--- src/rtl/gtsPkg.sv ---
package gtsPkg;

  // Strobes from the arbitration control to the queue datapath.
  typedef struct packed {
    logic push;
    logic pop;
  } gtsStrobeT;

  // Next index in a ring of n entries.
  function automatic int unsigned ringNext(input int unsigned cur, input int unsigned n);
    return (cur + 1 >= n) ? 0 : cur + 1;
  endfunction

endpackage

--- src/rtl/gtsArbCtrl.sv ---
module gtsArbCtrl
  import gtsPkg::*;
#(
  parameter int NUM_IN = 3,
  parameter int DEPTH  = 4,
  parameter int ROOM   = 2,
  localparam int IDX_W = (NUM_IN > 1) ? $clog2(NUM_IN) : 1,
  localparam int CNT_W = $clog2(DEPTH + 1)
) (
  input  logic              clk,
  input  logic              rstN,
  input  logic [NUM_IN-1:0] inValid,
  input  logic              dnGrant,
  input  logic              dnOff,
  output logic [NUM_IN-1:0] inGrant,
  output logic [NUM_IN-1:0] inOff,
  output logic              outValid,
  output logic [IDX_W-1:0]  selIdx,
  output gtsStrobeT         strobes
);

  logic [CNT_W-1:0] occCount;
  logic [IDX_W-1:0] rrPtr;
  logic             notFull;
  logic             found;
  logic             offLevel;

  assign notFull  = (int'(occCount) != DEPTH);
  assign outValid = (occCount != '0);
  assign offLevel = ((DEPTH - int'(occCount)) < ROOM);
  assign inOff    = {NUM_IN{offLevel}};

  // Rotating search: first valid input starting at rrPtr.
  always_comb begin
    inGrant = '0;
    selIdx  = '0;
    found   = 1'b0;
    for (int k = 0; k < NUM_IN; k++) begin
      int cand;
      cand = int'(rrPtr) + k;
      if (cand >= NUM_IN) cand = cand - NUM_IN;
      if (!found && notFull && inValid[cand]) begin
        found         = 1'b1;
        inGrant[cand] = 1'b1;
        selIdx        = IDX_W'(cand);
      end
    end
  end

  always_comb begin
    strobes.push = found;
    strobes.pop  = outValid && dnGrant && !dnOff;
  end

  always_ff @(posedge clk) begin
    if (!rstN) begin
      occCount <= '0;
      rrPtr    <= '0;
    end else begin
      case ({strobes.push, strobes.pop})
        2'b10:   occCount <= occCount + 1'b1;
        2'b01:   occCount <= occCount - 1'b1;
        default: occCount <= occCount;
      endcase
      if (strobes.push) rrPtr <= IDX_W'(ringNext(int'(selIdx), NUM_IN));
    end
  end

endmodule

--- src/rtl/gtsFifoPath.sv ---
module gtsFifoPath
  import gtsPkg::*;
#(
  parameter int NUM_IN = 3,
  parameter int DATA_W = 8,
  parameter int DEPTH  = 4,
  localparam int IDX_W = (NUM_IN > 1) ? $clog2(NUM_IN) : 1,
  localparam int PTR_W = (DEPTH > 1) ? $clog2(DEPTH) : 1
) (
  input  logic                     clk,
  input  logic                     rstN,
  input  logic [NUM_IN*DATA_W-1:0] inData,
  input  logic [IDX_W-1:0]         selIdx,
  input  gtsStrobeT                strobes,
  output logic [DATA_W-1:0]        outData
);

  logic [DATA_W-1:0] lane [NUM_IN];
  logic [DATA_W-1:0] slot [DEPTH];
  logic [PTR_W-1:0]  wrPtr;
  logic [PTR_W-1:0]  rdPtr;

  for (genvar g = 0; g < NUM_IN; g++) begin : g_lane
    assign lane[g] = inData[g*DATA_W +: DATA_W];
  end

  assign outData = slot[rdPtr];

  always_ff @(posedge clk) begin
    if (strobes.push) slot[wrPtr] <= lane[selIdx];
  end

  always_ff @(posedge clk) begin
    if (!rstN) begin
      wrPtr <= '0;
      rdPtr <= '0;
    end else begin
      if (strobes.push) wrPtr <= PTR_W'(ringNext(int'(wrPtr), DEPTH));
      if (strobes.pop)  rdPtr <= PTR_W'(ringNext(int'(rdPtr), DEPTH));
    end
  end

endmodule

--- src/rtl/gatherTopSwitch.sv ---
module gatherTopSwitch
  import gtsPkg::*;
#(
  parameter int NUM_IN = 3,
  parameter int DATA_W = 8,
  parameter int DEPTH  = 4,
  parameter int ROOM   = 2,
  localparam int IDX_W = (NUM_IN > 1) ? $clog2(NUM_IN) : 1
) (
  input  logic                     clk,
  input  logic                     rstN,
  input  logic [NUM_IN-1:0]        inValid,
  input  logic [NUM_IN*DATA_W-1:0] inData,
  output logic [NUM_IN-1:0]        inGrant,
  output logic [NUM_IN-1:0]        inOff,
  output logic                     outValid,
  output logic [DATA_W-1:0]        outData,
  input  logic                     dnGrant,
  input  logic                     dnOff
);

  gtsStrobeT        strobes;
  logic [IDX_W-1:0] selIdx;

  gtsArbCtrl #(.NUM_IN(NUM_IN), .DEPTH(DEPTH), .ROOM(ROOM)) ctrl (
    .clk(clk), .rstN(rstN), .inValid(inValid), .dnGrant(dnGrant), .dnOff(dnOff),
    .inGrant(inGrant), .inOff(inOff), .outValid(outValid),
    .selIdx(selIdx), .strobes(strobes)
  );

  gtsFifoPath #(.NUM_IN(NUM_IN), .DATA_W(DATA_W), .DEPTH(DEPTH)) path (
    .clk(clk), .rstN(rstN), .inData(inData), .selIdx(selIdx),
    .strobes(strobes), .outData(outData)
  );

endmodule

--- config.mk ---
export PLATFORM = sky130hd
export DESIGN_NAME = gatherTopSwitch
export DESIGN_NICKNAME = d
export VERILOG_FILES = /design/src/rtl/gtsPkg.sv /design/src/rtl/gtsArbCtrl.sv /design/src/rtl/gtsFifoPath.sv /design/src/rtl/gatherTopSwitch.sv
export SDC_FILE = /design/constraint.sdc
export NUM_CORES = 1
export LEC_CHECK = 0
export ABC_CLOCK_PERIOD_IN_PS = 3700
export BUFFER_PORTS_ARGS = -buffer_cell sky130_fd_sc_hd__buf_2
export CAP_MARGIN = 5
export CORE_MARGIN = 5
export CORE_UTILIZATION = 30
export DETAILED_ROUTE_END_ITERATION = 6
export GPL_TIMING_DRIVEN = 0
export REMOVE_ABC_BUFFERS = 1
export SETUP_SLACK_MARGIN = 0.5
export SYNTH_ARGS = -nofsm -noshare
export SYNTH_HDL_FRONTEND = slang
export SYNTH_HIERARCHICAL = 1
export SYNTH_SLANG_ARGS = --single-unit
--- constraint.sdc ---
create_clock -name clk -period 3.7 [get_ports clk]
set_input_delay 0.555 -clock clk [delete_from_list [all_inputs] [get_ports clk]]
set_output_delay 0.555 -clock clk [all_outputs]
set_load 0.05 [all_outputs]
Yosys cells after proc, flatten, opt, wreduce, memory -nomap -nowiden
Memory sizes are Yosys's and may differ from the RTL's. A register that Yosys moved wholly into a read port is not among the register bits.
Cells that the tools add are included.
{"block": "word_totals", "register_bits": 9, "mem_bits_rw": 32, "in_bits": 31, "out_inout_bits": 15, "memories": 1}
{"block": "op_classes", "addsub": 11, "n_lt_le_gt_ge": 14, "eq_ne": 3, "mux": 38, "bitwise_logic": 3, "reduce_logical": 15}
{"memory": "path.slot", "words": 4, "width": 8, "read_ports": 1, "rd_clocked_by_memory_dff": 1, "write_ports": 1, "line_no": "gtsFifoPath.sv:19", "text": "logic [DATA_W-1:0] slot [DEPTH];"}
{"op": "$ge A32 B1 Y1 const B", "n": 3}
{"op": "$lt A32 B4 Y1 const B", "n": 3}
{"op": "$mux W32", "n": 3}
{"op": "$ge A32 B3 Y1 const B", "n": 2}
{"op": "$sub A32 B3 Y32 const B", "n": 2}
{"op": "$lt A32 B3 Y1 const B", "n": 1}
{"op": "$bmux W8 S2", "n": 1}
{"op": "$mux W2", "n": 8}
{"op": "$mux W8", "n": 2}
{"op": "$mux W1", "n": 14}
{"op": "$add A2 B1 Y3 const B", "n": 4}
{"op": "$logic_and A1 B1 Y1", "n": 10}
{"op": "$ge A3 B3 Y1 const B", "n": 3}
{"op": "$mux W3", "n": 3}
{"op": "$bmux W1 S2", "n": 3}
{"op": "$demux W1 S2", "n": 3}
{"op": "$or A3 B3 Y3", "n": 2}
{"op": "$pmux W3 S2", "n": 1}
{"op": "$sub A3 B3 Y4 const A", "n": 1}
{"op": "$add A2 B2 Y3 const B", "n": 1}
{"op": "$add A3 B1 Y3 const B", "n": 1}
{"op": "$ge A3 B2 Y1 const B", "n": 1}
{"op": "$logic_not A1 Y1", "n": 3}
{"op": "$ne A3 B3 Y1 const B", "n": 1}
{"op": "8 further kinds", "n": 8}

Logic depth before layout (Yosys ltp)
{"block": "logic_depth", "word_depth": 19, "ltp_mapped": 12, "ltp_nobuf": 11}

Cells and area by module
Netlist, hierarchy kept.
{"module": "gtsFifoPath", "n_inst": 1, "cells_per_inst": 91, "area_each_um2": 1619.1}
{"module": "gtsArbCtrl", "n_inst": 1, "cells_per_inst": 87, "area_each_um2": 693.2}

Least setup slack after synthesis
No wires, ideal clock.
{"block": "synth_timing", "path_type": "register to register", "start": "register ctrl.rrPtr[0]", "end": "register ctrl.occCount[2]", "setup_ps": 76, "t_arrival_ps": 2521, "required_time_ps": 3624, "path_slack_ps": 1103, "path_stages_with_launch": 13, "path_buffers": 1, "period_less_slack_ps": 2597, "path_cell_list": "dfxtp_1 inv_1 ha_1 clkbuf_2 nand3b_1 o21ai_2 o31ai_4 ha_1 inv_1 fa_1 xor2_1 or3_1 a21boi_0"}
{"block": "synth_between", "elab_chain_len": 17, "elab_cells_between_ends": 34}
{"item": "start, declared", "line_no": "gtsArbCtrl.sv:23", "text": "logic [IDX_W-1:0] rrPtr;"}
{"item": "start signal, assigned", "line_no": "gtsArbCtrl.sv:65", "text": "if (strobes.push) rrPtr <= IDX_W'(ringNext(int'(selIdx), NUM_IN));"}
{"item": "branches (longest 14 deep; another with $sub A32 B3 Y32)"}
{"item": "$mux W1 *", "line_no": "gtsArbCtrl.sv:42", "text": "if (!found && notFull && inValid[cand]) begin"}
{"item": "$eq A2 B1 Y1 / $eq A2 B2 Y1 (equally long branches)", "line_no": "gtsArbCtrl.sv:60", "text": "case ({strobes.push, strobes.pop})"}
{"item": "$pmux W3 S2 / $reduce_bool A2 Y1 (equally long branches)"}
{"item": "end signal, assigned", "line_no": "gtsArbCtrl.sv:61", "text": "2'b10: occCount <= occCount + 1'b1;"}
{"item": "end signal, assigned", "line_no": "gtsArbCtrl.sv:62", "text": "2'b01: occCount <= occCount - 1'b1;"}
{"item": "end signal, assigned", "line_no": "gtsArbCtrl.sv:63", "text": "default: occCount <= occCount;"}
{"item": "end, declared", "line_no": "gtsArbCtrl.sv:22", "text": "logic [CNT_W-1:0] occCount;"}
Mark *: on every way between the ends. The select of a mux whose other input is x is not followed.
A chain may end at the register's enable or synchronous reset.

Worst setup path after layout
{"block": "layout_timing", "start": "register ctrl.rrPtr[0]", "end": "memory path.slot[3][7], data pin"}
{"block": "layout_between", "elab_chain_len": 19, "elab_cells_between_ends": 36}
{"item": "branches (longest 14 deep; another with $sub A32 B3 Y32)"}
{"item": "$mux W2 *", "line_no": "gtsArbCtrl.sv:42"}
{"item": "via selIdx[1]", "line_no": "gatherTopSwitch.sv:23", "text": "logic [IDX_W-1:0] selIdx;"}
{"item": "$not A2 Y3 (not written as such) *", "line_no": "gtsFifoPath.sv:30", "text": "if (strobes.push) slot[wrPtr] <= lane[selIdx];"}
{"item": "$bmux W8 S2 *", "line_no": "gtsFifoPath.sv:30"}
{"item": "$mux W8 (not written as such) * (2 in series)", "line_no": "gtsFifoPath.sv:30"}
{"item": "end, declared", "line_no": "gtsFifoPath.sv:19"}
Mark *: on every way through the listed nets, which the timed path passes. The select of a mux whose other input is x is not followed.

==> flow_summary.toml <==
[synth]
syn-cell-area_um2 = 2310
yosys_register_bits = 43
synthArstFlopShare_pct = 0
syn-instance-count = 178
yosys.cell_types.count = 42
synth_edf_count = 32
synth_top_area_cell = "edfxtp_1"
ys_seq_area_share_pct = 51.1
syn_avg_cell_area_um2 = 13.0
yosys_warnings = 6
yosysMostFrequentCell = "edfxtp_1"
synthTopCellsByCount = "edfxtp_1, inv_1, ha_1, mux2i_1, dfxtp_1"
ys.flop_type = "edfxtp_1"
synth_area_leaders = "edfxtp_1, dfxtp_1, mux4_2"
synth.top_cell.area_share_pct = 41.6

[clocking]
cts_buffers = 5
clock_latency_ns = 0.29
h-tree-depth = 2
cts_buffer_depth = 2
cts_sinks = 43
cts_tree = "yes"
root_buffer = "clkbuf_8"
hold_buffers = 0
clk_pin_slew_ns = 0.08
post_cts_buffers = 0

[hold_path]
hold_path_depth = 2
hp-class = "reg -> reg"

[sta]
fin_crit_sh_pct = 77.2
hold_violations = 0
timing.slew.headroom_pct = 53.4
rsz0062_at_grt = "false"
fin_skew_ns = 0.00639
setup_viol = 0
fmax_ghz = 0.350
tns_ns = 0
period_minus_slack_ns = 2.86
worst_slack_ns = 0.845
worst_pin_slew_ns = 0.699
final_max_slew_viol_count = 0

[floorplan]
initial_utilization_pct = 30.4
core_um2 = 7610
ios = 46
die-area_um2 = 9560
die_w_um = 97.8
rows = 32
die_height_um = 97.8

[routing]
ant_nets = 0
wl_met1_mm = 1.96
wirelength_mm = 4.33
wl_met3_um = 354
topRoutingLayerUsed = "met4"
num_vias = 1473
drtPass1Iterations = 4
drt_iter0_drc = 70
wl_met2_mm = 1.94
vias_per_cell = 4.57
drc = 0
wl_per_cell_um = 13.4

[setup_path]
critPathLaunch = "ctrl/rrPtr[0]$_SDFFE_PN0P_"
r2r-end = "path/slot[3][7]$_DFFE_PP_"
crit_fanout = 10
worst_ep_arrival_time_ns = 2.91
endpoint = "path/slot[3][7]$_DFFE_PP_"
r2r_cells = 8
cp_slowest_cell = "nor2_2"
crit_type = "reg -> reg"
crit_chain = "inv_1 > ha_1 > nor2b_1 > o211ai_1 > a2bb2o_1 > nor2_2 > mux2i_1 > o2bb2ai_1"
critPathLaunchType = "flop"
rrSetupSlack_ns = 0.84
cp.depth = 8
required_ns = 3.75
r2r_start = "ctrl/rrPtr[0]$_SDFFE_PN0P_"
slowest_delay_ns = 0.55
crit_family = "compound AO/OA/AOI/OAI gates"
end_kind = "flop"
crit_buf_inv = 1

[power_and_ir_drop]
vdd_ir_drop_max_mv = 0.486
power_density_nw_per_um2 = 933
p_leak_nw = 1.02

[placed_design]
io_buffers = 45
pre_cts_slack_ns = 0.351
globalplace.congestion = 0.801
hpwl_mm = 3.25

[global_routing]
grt_pass1_wl_mm = 6.99
grt_pass1_vias = 1440
grt.total_usage_pct = 9.04
grt_max_degree = 14
antenna_found_initial = 0
grt_overflow_total = 0

[job]
cap_violations = 0

[final_layout]
fillers = 777
diodes = 0
layout-drive-gt1-share_pct = 30.9
area_growth_pct = 16.0
num-nets-final = 264

[run_status]
status = "completed"
state kept, by name, indices dropped and copies added, names as in the netlist, named ones only:
register       count
path/slot         32
ctrl/rrPtr         2
ctrl/occCount      3
path/rdPtr         2
path/wrPtr         2
layout by cell type, fill, tap and decap left out, types with 2 or more instances in the layout:
cell,netlist,layout
nor2_1,4,3
clkbuf_8,0,6
mux2i_1,13,13
nor2b_1,5,4
o21ai_2,2,2
inv_1,14,14
nand2_1,9,9
o21ai_0,6,6
nand2b_1,4,4
buf_2,2,45
edfxtp_1,32,32
o22ai_1,2,2
and2_1,7,7
or3b_1,2,2
o2bb2ai_1,7,7
a21oi_1,5,5
dfxtp_1,11,11
ha_1,13,13
mux4_2,8,8
nand3b_1,3,3
kinds of logic (layout without fill, tap and decap cells):
family                     after synthesis  count (layout)  share of synthesized area [%]
and+or+nand+nor                         39              39                           9.63
adders and majority gates               14              14                           7.90
buffers and inverters                   26              68                           5.90
AOI/OAI and AO/OA                       33              33                           11.3
DFF                                     43              43                           51.1
muxes                                   21              21                           13.4
xor gates and xnor gates                 2               2                          0.758
worst min-delay path, delay by kind of cell, from the launching register on:
kind | cells | cell delay, ns
AO/OA/AOI/OAI | 1 | 0.06
flip-flops | 1 | 0.35
AND/OR/NAND/NOR | 1 | 0.06
worst min-delay path by stage:
stage                               startpoint                    endpoint  slack (ns)
CTS                 ctrl/rrPtr[1]$_SDFFE_PN0P_  ctrl/rrPtr[1]$_SDFFE_PN0P_        0.52
global route        path/rdPtr[0]$_SDFFE_PN0P_  path/rdPtr[0]$_SDFFE_PN0P_        0.55
finish              ctrl/rrPtr[1]$_SDFFE_PN0P_  ctrl/rrPtr[1]$_SDFFE_PN0P_        0.52
detailed placement  path/rdPtr[0]$_SDFFE_PN0P_  path/rdPtr[0]$_SDFFE_PN0P_        0.51
global placement    path/rdPtr[0]$_SDFFE_PN0P_  path/rdPtr[0]$_SDFFE_PN0P_        0.50
floorplan           path/rdPtr[0]$_SDFFE_PN0P_                        flop        0.48
metrics by stage:
stage | std cells | hold WS [ns] | total power, mW | cell area [um2] | util, %
floorplan | 167 | 0.476 | 1.92 | 2230 | -
global placement | 314 | 0.497 | 2.21 | 2580 | 34.0
detailed placement | 314 | 0.507 | 2.24 | 2580 | 34.0
CTS | 322 | 0.520 | 2.54 | 2680 | 35.2
global route | 322 | 0.554 | 2.67 | 2680 | 35.2
finish | 322 | 0.518 | 2.50 | 2680 | 35.2
power by group:
part           switching, mW  total (mW)  internal (mW)
clock                  0.147       0.298          0.150
combinational          0.935        1.36          0.425
sequential            0.0668       0.842          0.776
final cells by class:
cell class,count,area [um2],share of cell area [%]
clock buffers,7,86.3,3.22
repair buffers,45,225,8.40
multi-input cells,109,1000,37.3
clock inverters,1,5.00,0.187
flip-flops and latches,43,1180,44.1
well taps,102,128,4.76
inverters,15,56.3,2.10
routing by layer:
| metal | global-route usage [%] | up-vias |
|---|---|---|
| met3 | 3.36 | 7 |
| met4 | 3.51 | 0 |
| met1 | 10.9 | 683 |
| met5 | 0 | - |
| met2 | 14.7 | 51 |
| li1 | - | 732 |
timing repair:
action | CTS | global route
gates resized for setup | 1 | 1
cloned | 0 | 0
setup endpoints to repair | 28 | 8
(Power assumes the default switching activity.)
